===== config.mk =====
export PLATFORM = sky130hd
export DESIGN_NAME = cfg_header_regs
export DESIGN_NICKNAME = d
export VERILOG_FILES = /design/src/rtl/cfg_hdr_pkg.sv /design/src/rtl/cfg_hdr_ctrl.sv /design/src/rtl/cfg_hdr_dp.sv /design/src/rtl/cfg_header_regs.sv
export SDC_FILE = /design/constraint.sdc
export NUM_CORES = 1
export LEC_CHECK = 0
export BUFFER_PORTS_ARGS = -buffer_cell sky130_fd_sc_hd__clkbuf_2
export CELL_PAD_IN_SITES_DETAIL_PLACEMENT = 1
export CELL_PAD_IN_SITES_GLOBAL_PLACEMENT = 2
export CORE_MARGIN = 5
export CORE_UTILIZATION = 27
export DETAILED_ROUTE_END_ITERATION = 10
export PLACE_DENSITY = 0.94
export SLEW_MARGIN = 20
export SYNTH_ARGS = -nofsm -noshare
export SYNTH_HDL_FRONTEND = slang
export SYNTH_SLANG_ARGS = --single-unit

===== constraint.sdc =====
create_clock -name clk -period 2.3 [get_ports clk]
set_input_delay 0.115 -clock clk [delete_from_list [all_inputs] [get_ports clk]]
set_output_delay 0.115 -clock clk [all_outputs]
set_load 0.01 [all_outputs]

===== src/rtl/cfg_hdr_pkg.sv =====
package cfg_hdr_pkg;
  localparam int IDX_W = 6;
  localparam int MAX_BARS = 3;
  localparam int HDR_DWORDS = 16;
  localparam int CMD_MASTER_BIT = 2;
  localparam logic [15:0] CMD_IMPL_MASK = 16'h0146;
  localparam logic [15:0] STAT_ERR_MASK = 16'hF900;
  localparam logic [7:0] INT_PIN_VALUE = 8'h01;

  localparam logic [IDX_W-1:0] IDX_IDENT = 6'd0;
  localparam logic [IDX_W-1:0] IDX_CMDSTAT = 6'd1;
  localparam logic [IDX_W-1:0] IDX_CLASS = 6'd2;
  localparam logic [IDX_W-1:0] IDX_TIMING = 6'd3;
  localparam logic [IDX_W-1:0] IDX_BAR0 = 6'd4;
  localparam logic [IDX_W-1:0] IDX_SUBSYS = 6'd11;
  localparam logic [IDX_W-1:0] IDX_INTR = 6'd15;

  typedef struct packed {
    logic remCmdLo;
    logic remCmdHi;
    logic remStatLo;
    logic remStatHi;
    logic remLat;
    logic [MAX_BARS-1:0] remBar;
    logic locCmd;
    logic locLat;
    logic [MAX_BARS-1:0] locBar;
  } wrStrobe_t;

  function automatic logic [31:0] mergeBytes(input logic [31:0] oldWord,
                                             input logic [31:0] newWord,
                                             input logic [3:0] byteEn);
    logic [31:0] res;
    res = oldWord;
    for (int b = 0; b < 4; b++) begin
      if (byteEn[b]) res[b*8 +: 8] = newWord[b*8 +: 8];
    end
    return res;
  endfunction
endpackage


===== src/rtl/cfg_hdr_ctrl.sv =====
module cfg_hdr_ctrl
  import cfg_hdr_pkg::*;
#(
  parameter int BAR_NUM = 3
) (
  input  logic             remValid,
  input  logic             remWrite,
  input  logic [IDX_W-1:0] remIndex,
  input  logic [3:0]       remByteEn,
  input  logic             locValid,
  input  logic             locWrite,
  input  logic [IDX_W-1:0] locIndex,
  input  logic             masterEn,
  input  logic [7:0]       latTimer,
  input  logic             obReq,
  input  logic             obWrite,
  input  logic [31:0]      obRemoteData,
  output wrStrobe_t        stb,
  output logic             obAllow,
  output logic             obDone,
  output logic             obAbort,
  output logic [31:0]      obRdData
);
  logic remWe;
  logic locWe;

  assign remWe = remValid && remWrite;
  assign locWe = locValid && locWrite;

  always_comb begin
    stb = '0;
    stb.remCmdLo  = remWe && (remIndex == IDX_CMDSTAT) && remByteEn[0];
    stb.remCmdHi  = remWe && (remIndex == IDX_CMDSTAT) && remByteEn[1];
    stb.remStatLo = remWe && (remIndex == IDX_CMDSTAT) && remByteEn[2];
    stb.remStatHi = remWe && (remIndex == IDX_CMDSTAT) && remByteEn[3];
    stb.remLat    = remWe && (remIndex == IDX_TIMING) && remByteEn[1];
    stb.locCmd    = locWe && (locIndex == IDX_CMDSTAT);
    stb.locLat    = locWe && (locIndex == IDX_TIMING);
    for (int i = 0; i < MAX_BARS; i++) begin
      stb.remBar[i] = remWe && (remIndex == IDX_BAR0 + IDX_W'(i)) && (i < BAR_NUM);
      stb.locBar[i] = locWe && (locIndex == IDX_BAR0 + IDX_W'(i)) && (i < BAR_NUM);
    end
  end

  // Outbound gate: mastering on and a nonzero timer.
  assign obAllow = masterEn && (latTimer != 8'h00);
  assign obDone  = obReq && (obAllow || !obWrite);
  assign obAbort = obReq && obWrite && !obAllow;

  always_comb begin
    obRdData = '0;
    if (obReq && !obWrite) obRdData = obAllow ? obRemoteData : 32'hFFFF_FFFF;
  end
endmodule


===== src/rtl/cfg_hdr_dp.sv =====
module cfg_hdr_dp
  import cfg_hdr_pkg::*;
#(
  parameter logic [15:0] DEVICE_ID        = 16'h0001,
  parameter logic [15:0] VENDOR_ID        = 16'h0001,
  parameter logic [23:0] CLASS_CODE       = 24'h068000,
  parameter logic [7:0]  REV_ID           = 8'h00,
  parameter logic [15:0] SUBSYS_ID        = 16'h0000,
  parameter logic [15:0] SUBSYS_VENDOR_ID = 16'h0000,
  parameter logic [7:0]  MAX_LAT          = 8'h00,
  parameter logic [7:0]  MIN_GNT          = 8'h00,
  parameter int          BAR_NUM          = 3,
  parameter int          BAR0_LOG2        = 16,
  parameter int          BAR1_LOG2        = 16,
  parameter int          BAR2_LOG2        = 16
) (
  input  logic             clk,
  input  logic             rstN,
  input  wrStrobe_t        stb,
  input  logic             remValid,
  input  logic             remWrite,
  input  logic [IDX_W-1:0] remIndex,
  input  logic [3:0]       remByteEn,
  input  logic [31:0]      remWrData,
  input  logic             locValid,
  input  logic             locWrite,
  input  logic [IDX_W-1:0] locIndex,
  input  logic [3:0]       locByteEn,
  input  logic [31:0]      locWrData,
  input  logic [15:0]      errSet,
  output logic             masterEn,
  output logic [15:0]      cmdBits,
  output logic [7:0]       latTimer,
  output logic [31:0]      remRdData,
  output logic [31:0]      locRdData
);
  localparam int BAR_LOG2 [MAX_BARS] = '{BAR0_LOG2, BAR1_LOG2, BAR2_LOG2};

  logic [15:0] cmdQ;
  logic [15:0] statQ;
  logic [7:0]  latQ;
  logic [15:0] cmdNext;
  logic [15:0] statClr;
  logic [31:0] barVal [MAX_BARS];
  logic [31:0] hdrWords [HDR_DWORDS];

  // Command: remote bytes win over a local force.
  assign cmdNext = {stb.remCmdHi ? remWrData[15:8] : cmdQ[15:8],
                    stb.remCmdLo ? remWrData[7:0]  : cmdQ[7:0]} & CMD_IMPL_MASK;

  always_ff @(posedge clk) begin
    if (!rstN) cmdQ <= '0;
    else if (stb.remCmdLo || stb.remCmdHi) cmdQ <= cmdNext;
    else if (stb.locCmd) cmdQ <= CMD_IMPL_MASK;
  end

  // Status: write-one-to-clear from the remote port, sets take precedence.
  assign statClr = {stb.remStatHi ? remWrData[31:24] : 8'h00,
                    stb.remStatLo ? remWrData[23:16] : 8'h00} & STAT_ERR_MASK;

  always_ff @(posedge clk) begin
    if (!rstN) statQ <= '0;
    else statQ <= (statQ & ~statClr) | (errSet & STAT_ERR_MASK);
  end

  always_ff @(posedge clk) begin
    if (!rstN) latQ <= '0;
    else if (stb.remLat) latQ <= remWrData[15:8];
    else if (stb.locLat) latQ <= 8'hFF;
  end

  for (genvar g = 0; g < MAX_BARS; g++) begin : g_bar
    if (g < BAR_NUM) begin : g_impl
      localparam logic [31:0] KEEP = ~((32'd1 << BAR_LOG2[g]) - 32'd1);
      logic [31:0] barQ;
      always_ff @(posedge clk) begin
        if (!rstN) barQ <= '0;
        else if (stb.remBar[g]) barQ <= mergeBytes(barQ, remWrData, remByteEn) & KEEP;
        else if (stb.locBar[g]) barQ <= mergeBytes(barQ, locWrData, locByteEn) & KEEP;
      end
      assign barVal[g] = barQ;
    end else begin : g_none
      assign barVal[g] = '0;
    end
  end

  always_comb begin
    for (int w = 0; w < HDR_DWORDS; w++) hdrWords[w] = '0;
    hdrWords[IDX_IDENT[3:0]]   = {DEVICE_ID, VENDOR_ID};
    hdrWords[IDX_CMDSTAT[3:0]] = {statQ, cmdQ};
    hdrWords[IDX_CLASS[3:0]]   = {CLASS_CODE, REV_ID};
    hdrWords[IDX_TIMING[3:0]]  = {16'h0000, latQ, 8'h00};
    for (int i = 0; i < MAX_BARS; i++) hdrWords[IDX_BAR0[3:0] + 4'(i)] = barVal[i];
    hdrWords[IDX_SUBSYS[3:0]]  = {SUBSYS_ID, SUBSYS_VENDOR_ID};
    hdrWords[IDX_INTR[3:0]]    = {MAX_LAT, MIN_GNT, INT_PIN_VALUE, 8'h00};
  end

  assign remRdData = (remValid && !remWrite && (remIndex < IDX_W'(HDR_DWORDS)))
                     ? hdrWords[remIndex[3:0]] : 32'h0;
  assign locRdData = (locValid && !locWrite && (locIndex < IDX_W'(HDR_DWORDS)))
                     ? hdrWords[locIndex[3:0]] : 32'h0;

  assign masterEn = cmdQ[CMD_MASTER_BIT];
  assign cmdBits  = cmdQ;
  assign latTimer = latQ;
endmodule


===== src/rtl/cfg_header_regs.sv =====
module cfg_header_regs
  import cfg_hdr_pkg::*;
#(
  parameter logic [15:0] DEVICE_ID        = 16'h0001,
  parameter logic [15:0] VENDOR_ID        = 16'h0001,
  parameter logic [23:0] CLASS_CODE       = 24'h068000,
  parameter logic [7:0]  REV_ID           = 8'h00,
  parameter logic [15:0] SUBSYS_ID        = 16'h0000,
  parameter logic [15:0] SUBSYS_VENDOR_ID = 16'h0000,
  parameter logic [7:0]  MAX_LAT          = 8'h00,
  parameter logic [7:0]  MIN_GNT          = 8'h00,
  parameter int          BAR_NUM          = 3,
  parameter int          BAR0_LOG2        = 16,
  parameter int          BAR1_LOG2        = 16,
  parameter int          BAR2_LOG2        = 16
) (
  input  logic        clk,
  input  logic        rstN,
  input  logic        remValid,
  input  logic        remWrite,
  input  logic [5:0]  remIndex,
  input  logic [3:0]  remByteEn,
  input  logic [31:0] remWrData,
  output logic [31:0] remRdData,
  input  logic        locValid,
  input  logic        locWrite,
  input  logic [5:0]  locIndex,
  input  logic [3:0]  locByteEn,
  input  logic [31:0] locWrData,
  output logic [31:0] locRdData,
  input  logic [15:0] errSet,
  input  logic        obReq,
  input  logic        obWrite,
  input  logic [31:0] obRemoteData,
  output logic        obAllow,
  output logic        obDone,
  output logic        obAbort,
  output logic [31:0] obRdData
);
  wrStrobe_t   stb;
  logic        masterEn;
  logic [15:0] cmdBits;
  logic [7:0]  latTimer;

  cfg_hdr_ctrl #(.BAR_NUM(BAR_NUM)) ctrl_i (
    .remValid(remValid), .remWrite(remWrite), .remIndex(remIndex), .remByteEn(remByteEn),
    .locValid(locValid), .locWrite(locWrite), .locIndex(locIndex),
    .masterEn(masterEn), .latTimer(latTimer),
    .obReq(obReq), .obWrite(obWrite), .obRemoteData(obRemoteData),
    .stb(stb), .obAllow(obAllow), .obDone(obDone), .obAbort(obAbort), .obRdData(obRdData)
  );

  cfg_hdr_dp #(
    .DEVICE_ID(DEVICE_ID), .VENDOR_ID(VENDOR_ID), .CLASS_CODE(CLASS_CODE), .REV_ID(REV_ID),
    .SUBSYS_ID(SUBSYS_ID), .SUBSYS_VENDOR_ID(SUBSYS_VENDOR_ID),
    .MAX_LAT(MAX_LAT), .MIN_GNT(MIN_GNT), .BAR_NUM(BAR_NUM),
    .BAR0_LOG2(BAR0_LOG2), .BAR1_LOG2(BAR1_LOG2), .BAR2_LOG2(BAR2_LOG2)
  ) dp_i (
    .clk(clk), .rstN(rstN), .stb(stb),
    .remValid(remValid), .remWrite(remWrite), .remIndex(remIndex),
    .remByteEn(remByteEn), .remWrData(remWrData),
    .locValid(locValid), .locWrite(locWrite), .locIndex(locIndex),
    .locByteEn(locByteEn), .locWrData(locWrData),
    .errSet(errSet), .masterEn(masterEn), .cmdBits(cmdBits), .latTimer(latTimer),
    .remRdData(remRdData), .locRdData(locRdData)
  );
endmodule


== Word-level counts from Yosys, hierarchy flattened ==
Cells that the tools add are included.

* $lt $le $gt $ge: 4
* Equality and inequality tests: 18
* Muxes and demuxes: 27
* Bitwise gates (word level): 5
* Reductions and logical operators: 51

{| class="wikitable"
|+ Operators by type and width
! cell !! number
|-
| 32-bit 2-to-1 mux || 14
|-
| 32-bit binary-select mux with 4-bit select || 2
|-
| 8-bit 2-to-1 mux || 7
|-
| 6-bit by 3-bit equality test with 1-bit output, second input constant || 6
|-
| 1-bit logical AND || 25
|-
| 2-bit nonzero test || 11
|-
| 9-bit 2-to-1 mux || 2
|-
| 3-bit AND reduction || 6
|-
| 16-bit AND || 1
|-
| 16-bit inverter || 1
|-
| 16-bit OR || 1
|-
| 6-bit by 1-bit equality test with 1-bit output, second input constant || 2
|-
| 6-bit by 2-bit equality test with 1-bit output, second input constant || 2
|-
| 6-bit by 5-bit less-than comparator with 1-bit output, second input constant || 2
|-
| 2-bit inequality test, second input constant || 6
|-
| 5-bit >= comparator, second input constant || 2
|-
| 4-bit inverter with 5-bit output || 2
|-
| 8-bit nonzero test || 1
|-
| 7-bit 2-to-1 mux || 1
|-
| 1-bit zero test || 4
|-
| 2-bit by 1-bit inequality test with 1-bit output, second input constant || 2
|-
| 2-bit AND reduction || 2
|-
| 1-bit logical OR || 2
|-
| 1-bit 2-to-1 mux || 1
|}

* Bits in registers: 76
* Input bits: 140
* Output and inout bits: 99
* Word-level logic and storage cells: 115

== Longest topological paths before layout ==
Gate-level depths: netlist of the first run.

* Depth in word-level cells: 7
* Mapped depth: 7
* Depth with buffers taken out: 4

== Modules after synthesis ==
Synthesis of the first run repeated with hierarchy kept, for this count alone.

* Cell total of the unflattened synthesis: 633
* Area, all modules: 5362.6 µm²

{| class="wikitable"
|+ Modules (own cells, without submodules)
! module !! times used !! cells each !! area each (µm²) !! seq. area each (µm²)
|-
| cfg_hdr_dp || 1 || 562 || 4864.7 || 1321.3
|-
| cfg_hdr_ctrl || 1 || 71 || 498.0 || 0.0
|}

== Worst setup path after synthesis of the first run ==
OpenSTA, ideal clock, no wires.

* Kind: reg2out
* From: reg dp_i.latQ[6], in the netlist dp_i.latTimer[6]
* To: out obRdData[10]
* Data arrival time: 1531 ps
* Required time: 2185 ps
* Setup slack: 654 ps
* Stages on the path, launching flop included: 5
* Buffers on the path: 1
* Cell sequence: dfxtp_1 > or4_1 > o21ai_1 > buf_2 > o21a_1

* Cells in the longest elaborated chain, start to end: 4

{| class="wikitable"
|+ Ends and longest elaborated chain
! item !! RTL line !! RTL
|-
| from (decl) || cfg_hdr_dp.sv:41 || <nowiki>logic [7:0] latQ;</nowiki>
|-
| from (signal assigned) || cfg_hdr_dp.sv:68 || <nowiki>else if (stb.remLat) latQ <= remWrData[15:8];</nowiki>
|-
| 8-bit nonzero test || cfg_hdr_ctrl.sv:46 || <nowiki>assign obAllow = masterEn && (latTimer != 8'h00);</nowiki>
|-
| 1-bit logical AND || cfg_hdr_ctrl.sv:46 ||
|-
| 32-bit 2-to-1 mux (2 in a row) || cfg_hdr_ctrl.sv:52 || <nowiki>if (obReq && !obWrite) obRdData = obAllow ? obRemoteData : 32'hFFFF_FFFF;</nowiki>
|-
| to (decl) || cfg_header_regs.sv:38 || <nowiki>output logic [31:0] obRdData</nowiki>
|}

Every way passes these cells.

== Worst setup path in the final report of the first run ==
* From: reg dp_i.latQ[0], in the netlist dp_i.latTimer[0]
* To: out obAbort

* Cells in the longest elaborated chain, start to end: 4

{| class="wikitable"
|+ Ends and longest elaborated chain
! item !! RTL line !! RTL
|-
| 8-bit nonzero test || cfg_hdr_ctrl.sv:46 ||
|-
| 1-bit logical AND || cfg_hdr_ctrl.sv:46 ||
|-
| 1-bit zero test || cfg_hdr_ctrl.sv:48 || <nowiki>assign obAbort = obReq && obWrite && !obAllow;</nowiki>
|-
| 1-bit logical AND || cfg_hdr_ctrl.sv:48 ||
|-
| to (decl) || cfg_header_regs.sv:37 || <nowiki>output logic obAbort,</nowiki>
|}

Every way passes these cells.

==> results of run 1 <==
[sequential cells by signal (all words and copies together), names as in the netlist]
name and count:
dp_i.cmdBits 4, dp_i.g_bar.g_impl.barQ 48, dp_i.statQ 6, dp_i.latTimer 8
[critical path, stage by stage (launching register included)]
cell and delay, ps:
dfxtp_1 340, or4_1 530, o21ai_2 200, buf_12 210, and3_1 200, clkbuf_2 140
[layout by cell type (no fill, tap or decap), drive strengths merged, types with 3 or more instances in the layout]
master       Yosys  routed
nor2            53      53
conb             1       8
and3             3       3
inv              3       3
nand4            6       6
nor2b            8       8
mux2i           39      39
clkinv           0       3
and2            23      23
nand2b          28      28
nand2           24      24
a21oi           59      59
nand3            7       7
dfxtp           66      66
o21a            60      60
nor3             5       5
a221o           32      32
o2bb2ai         12      12
a21o             3       3
nor4             3       3
and4             3       3
clkbuf          21     207
o21ai           13      13
or2              5       5
o221a           27      27
buf             22      29
dlygate4sd3      0       3
[per-stage QoR]
stage	cell area, um^2	util, %	worst slack (ps)	power [mW]
after floorplan	4700	-	654	1.42
after global placement	5990	35.0	352	1.65
after detailed placement	5990	35.0	311	1.65
after CTS	6340	37.1	183	3.15
after global routing	6340	37.1	150	3.23
final	6340	37.1	234	3.13
[worst min-delay path by stage]
stage / start / slack (ps) / end
floorplan: errSet[11] / 240 / dp_i.statQ[11]
global placement: errSet[13] / 330 / dp_i.statQ[13]
detailed placement: errSet[13] / 330 / dp_i.statQ[13]
CTS: errSet[15] / 4 / dp_i.statQ[15]
global route: errSet[11] / 10 / dp_i.statQ[11]
finish: errSet[11] / 9 / dp_i.statQ[11]
[area by class of cell]
| class | instances | area [um^2] |
|---|---|---|
| tap | 225 | 282 |
| inverter | 3 | 11.3 |
| clock inverter | 5 | 78.8 |
| clock buffer | 10 | 239 |
| sequential | 66 | 1320 |
| timing repair buffer | 229 | 1250 |
| multi-input combinational | 440 | 3160 |
| fill | 2137 | 10800 |
[cells by family after synthesis]
group,count (synthesis)
compound gates,216
simple gates,177
flops,66
buf+inv,46
mux,39
other cells,1
[Yosys cell counts (all sizes together), types with 2 or more instances]
cell,number,share of area (%)
dfxtp,66,28
nor2,53,4.3
nand2b,28,3.7
o31ai,2,0.43
a22o,2,0.37
a21o,3,0.48
and3,3,0.40
clkbuf,21,1.7
nor4b,2,0.83
nand3,7,0.75
nor4,3,1.0
o21ai,13,1.6
nor2b,8,1.1
a21boi,2,0.32
or2,5,0.67
o2bb2ai,12,2.2
nand4,6,1.6
nor3,5,0.75
o221a,27,6.5
nand2,24,1.9
and2,23,3.1
mux2i,39,8.3
and4,3,0.56
a221o,32,6.9
a21oi,59,6.6
or4,2,0.32
inv,3,0.24
buf,22,2.8
and4bb,2,0.54
o21a,60,9.6
[metal layers]
layer  vias to the layer above  wire [um]
li1                       2469          -
met1                      2600       8420
met2                       216      10700
met3                        32       1520
met4                         0        446
met5                         -          0
[power groups by stage]
stage | Combinational [mW] | Sequential [mW] | Clock (mW)
global placement | 0.457 | 1.19 | 0
finish | 0.470 | 1.16 | 1.49
CTS | 0.471 | 1.16 | 1.51
floorplan | 0.237 | 1.19 | 0
global route | 0.506 | 1.17 | 1.55
detailed placement | 0.464 | 1.19 | 0
[what timing repair did]
item | 4_1_cts | 5_1_grt
hold endpoints to repair | 3 | 0
hold buffers | 3 | 0
buffers inserted | 0 | 0
setup endpoints to repair | 0 | 0
==> flow_summary.ini, run 1 <==
[grt]
grt.busiest_layer = met2
grt_pass1_vias = 5506
met1_usage_pct = 23.6
grt_antenna_before_repair = 0
grt_use_met2_pct = 36.7
grt_overflow_total = 0
grt_max_degree = 36
use_met3_pct = 4.55
grt_pass1_wl_mm = 31.6
grtUsageTotal_pct = 20.2

[synth]
synth_top_family_by_area = compound AO/OA/AOI/OAI gates
ys_seq_elements = 66
async_flop_share_pct = 0
synthAdderAreaFrac_pct = 0
ys_seq_area_share_pct = 28.3
synth_mux_area_share_pct = 8.35
synthXorXnorAreaFrac_pct = 0
yosys.area_share.simple_pct = 22.4
synth_compound_area_share_pct = 36.1
synth-edff-count = 0
synth_ff_type = dfxtp_1
syn-cell-area_mm2 = 0.00468
postSynthCellCount = 545
postSynthAreaPerCell_um2 = 8.58
synth_cell_type_count = 51
yosys_warnings = 0

[critical_path]
rr_startpoint = dp_i.g_bar[0].g_impl.barQ[16]
r2r-end = dp_i.g_bar[0].g_impl.barQ[16]
crit_arrival_ps = 1950
critPathLaunch = dp_i.latTimer[0]
ff2ff_path_depth = 3
crit_required_ps = 2180
r2r_slack_ps = 1370
start_kind = register
cp_max_fo = 35
crit_path_end_kind = primary output
crit_type = register to primary output
worstSetupEndpoint = obAbort

[sta]
setup_violations = 0
finalCritPeriodShare_pct = 89.8
tightest_slew_ps = 624
rsz0062_at_grt = false
hold_viol = 0
slew_viol_final = 0
fin_worst_skew_ps = 0
timing.hold.ws_ps = 8.81
fmax_mhz = 484
period_minus_slack_ps = 2070
maxSlewHeadroom_pct = 58.1
fin_setup_tns_ps = 0

[finish]
drive_above_1_share_pct = 39.2
layout.nets = 889
syn2layout_area_growth_pct = 35.6
diodes = 0
fin_cells = 978

[power]
pwr-share-clk_pct = 47.8
p_sw_share_pct = 25.8
leakagePower_nw = 2.71
power_density_mw_per_mm2 = 493
p_switching_uw = 807
ir_drop_uv = 353
p_comb_share_pct = 15.0
power.internal_mw = 2.32
p_seq_share_pct = 37.2

[floorplanning]
die_area_mm2 = 0.0200
dieWidth_um = 142
chipHeight_um = 142
core_mm2 = 0.0171
io_pins = 239
rows = 48
initial_core_util_pct = 27.3

[cts]
cts_resized = 0
cts_buffers = 9
cts.sinks = 66
tritoncts = built
cts_root_buf = clkbuf_16
clkTransAtPathRegs_ps = 60
clock_latency_ps = 330
clockBufferDepth = 2
h-tree-depth = 3

[placement]
dpl.hpwl_mm = 16.2
portBuffers = 197
place_inst = 960
gp_congestion = 0.812

[run]
maxCapViolations = 0

[outcome]
status = complete, no violations

[detailed_routing]
firstDrtPassIters = 5
via_count = 5317
drt_iter0_drc = 351
wl_per_cell_um = 21.5
ant_nets = 0
drc = 0
wirelength_mm = 21.1
via_per_inst = 5.44

[worst_hold_path]
hold_path.class = input port to register
hold_depth = 2
Power figures use the tool's default switching activity.
==> run 2, diff against run 1 <==
--- a/config.mk
+++ b/config.mk
@@ -5,13 +5,11 @@
 export SDC_FILE = /design/constraint.sdc
 export NUM_CORES = 1
 export LEC_CHECK = 0
-export BUFFER_PORTS_ARGS = -buffer_cell sky130_fd_sc_hd__clkbuf_2
-export CELL_PAD_IN_SITES_DETAIL_PLACEMENT = 1
-export CELL_PAD_IN_SITES_GLOBAL_PLACEMENT = 2
 export CORE_MARGIN = 5
-export CORE_UTILIZATION = 27
+export CORE_UTILIZATION = 30
 export DETAILED_ROUTE_END_ITERATION = 10
-export PLACE_DENSITY = 0.94
+export DONT_BUFFER_PORTS = 1
+export PLACE_DENSITY = 0.52
 export SLEW_MARGIN = 20
 export SYNTH_ARGS = -nofsm -noshare
 export SYNTH_HDL_FRONTEND = slang
==> run 2 against run 1 <==
  * Combinational power shrank 36%
  * Global-route usage grew 0.075 points
  * Wire length shrank 8.2%
  * Via count shrank 11%
  * Clock power shrank 4%
  * Maximum frequency shrank 1.1%
  * Critical path type unchanged
  * Final cell count shrank 19%
  * Die area shrank 9.3%
  * Non-clock buffer count shrank 173
  * Setup slack lost 22 ps
==> flow_summary.ini, run 2 (synthesis gave the netlist of run 1 again) <==
[sta]
hold_viol = 0
fin_worst_skew_ps = 0
period_minus_slack_ps = 2090
fin_setup_tns_ps = 0
fmax_mhz = 479
setup_violations = 0
timing.hold.ws_ps = 12.5
tightest_slew_ps = 715
finalCritPeriodShare_pct = 90.8
slew_viol_final = 0
maxSlewHeadroom_pct = 52.0
rsz0062_at_grt = false

[cts]
h-tree-depth = 3
cts_root_buf = clkbuf_16
cts_resized = 0
tritoncts = built
cts.sinks = 66
clkTransAtPathRegs_ps = 60
clockBufferDepth = 2
cts_buffers = 9
clock_latency_ps = 340

[detailed_routing]
drc = 0
dr_wl_met2_mm = 9.46
firstDrtPassIters = 5
met3WireLength_mm = 1.60
wirelength_mm = 19.3
via_count = 4754
via_per_inst = 6.01
top_layer_used = met4
drt_iter0_drc = 271
ant_nets = 0
wl_per_cell_um = 24.4
met1Wirelength_mm = 7.62

[power]
power.internal_mw = 2.23
p_sw_share_pct = 23.3
p_switching_uw = 675
ir_drop_uv = 353
leakagePower_nw = 1.94
p_comb_share_pct = 10.5
p_seq_share_pct = 40.2
power_density_mw_per_mm2 = 519
pwr-share-clk_pct = 49.4

[finish]
syn2layout_area_growth_pct = 19.5
final_common_cell = dfxtp_1
fillCellCount = 1518
regMostFlops = dp_i.g_bar.g_impl.barQ
diodes = 0
layout.nets = 716
largest_register_ffs = 48
drive_above_1_share_pct = 14.3
mostFrequentLayoutCells = dfxtp_1 (66), o21a_1 (60), a21oi_1 (55)

[floorplanning]
core_mm2 = 0.0153
initial_core_util_pct = 30.6
die_area_mm2 = 0.0182
chipHeight_um = 135
dieWidth_um = 135
rows = 45
io_pins = 239

[critical_path]
cp_max_fo = 35
crit_required_ps = 2180
crit_type = register to primary output
start_kind = register
crit_arrival_ps = 1970
crit_path_end_kind = primary output
r2r_slack_ps = 1050

[placement]
portBuffers = 0
dpl.hpwl_mm = 13.8
gp_congestion = 0.805

[run]
maxCapViolations = 0

[grt]
grt_antenna_before_repair = 0
grt_overflow_total = 0
grt_pass1_vias = 4846
grtUsageTotal_pct = 20.3
grt_pass1_wl_mm = 28.1
grt_max_degree = 36

[worst_hold_path]
hold_path.class = input port to register

[outcome]
status = complete, no violations
==> run 2: cell count changes in the layout (fill, tap and decap cells not counted), moves of 2 or more <==
cell / previous run / this run
buf_4: 28 / 15
clkbuf_2: 197 / 0
clkbuf_8: 1 / 3
dlygate4sd3_1: 3 / 41
==> run 2: power by group through the flow <==
stage | Sequential [mW] | Clock [mW] | Combinational (mW)
6_report | 1.16 | 1.43 | 0.303
5_1_grt | 1.17 | 1.49 | 0.322
4_1_cts | 1.16 | 1.45 | 0.302
3_5_place_dp | 1.19 | 0 | 0.228
3_3_place_gp | 1.19 | 0 | 0.226
2_1_floorplan | 1.19 | 0 | 0.237
==> run 2: routing by layer <==
layer  global-route usage, %  vias to the layer above
met4                    8.82                        0
met3                    6.11                       40
li1                        -                     2115
met5                       0                        -
met1                    22.6                     2337
met2                    35.8                      262
==> run 2: final timing paths <==
path	depth (start not counted)	start	to
max	4	dp_i.latTimer[0]	obAbort
min	2	rstN	dp_i.g_bar[2].g_impl.barQ[25]
max reg2reg	3	dp_i.statQ[15]	dp_i.statQ[15]
min reg2reg	2	dp_i.cmdBits[8]	dp_i.cmdBits[8]
==> run 2: per-stage QoR <==
step           instances  util, %  area (um^2)  total power [mW]  setup slack [ps]
3_3_place_gp         735     31.9         4870              1.41               471
2_1_floorplan        552        -         4700              1.42               654
5_1_grt              791     36.6         5590              2.98               120
3_5_place_dp         735     31.9         4870              1.42               439
6_report             791     36.6         5590              2.90               212
4_1_cts              791     36.6         5590              2.92               163
==> run 2: area by class of cell <==
type	count	area, um^2	share of cell area (%)
clock buffer	13	270	4.84
clock inverter	2	35.0	0.627
inverter	3	11.3	0.201
multi-input combinational	440	3160	56.6
sequential	66	1320	23.6
tap	211	264	4.72
timing repair buffer	56	523	9.36
==> run 2: worst max-delay path, stage by stage, from the launching register on <==
cell and delay [ps]:
dfxtp_1 350, or4_1 530, o21ai_2 150, buf_4 310
and3_1 290
==> run 2: repair_timing <==
item	CTS	global route
buffers inserted	0	0
hold buffers	41	0
endpoints found under the hold margin	66	0
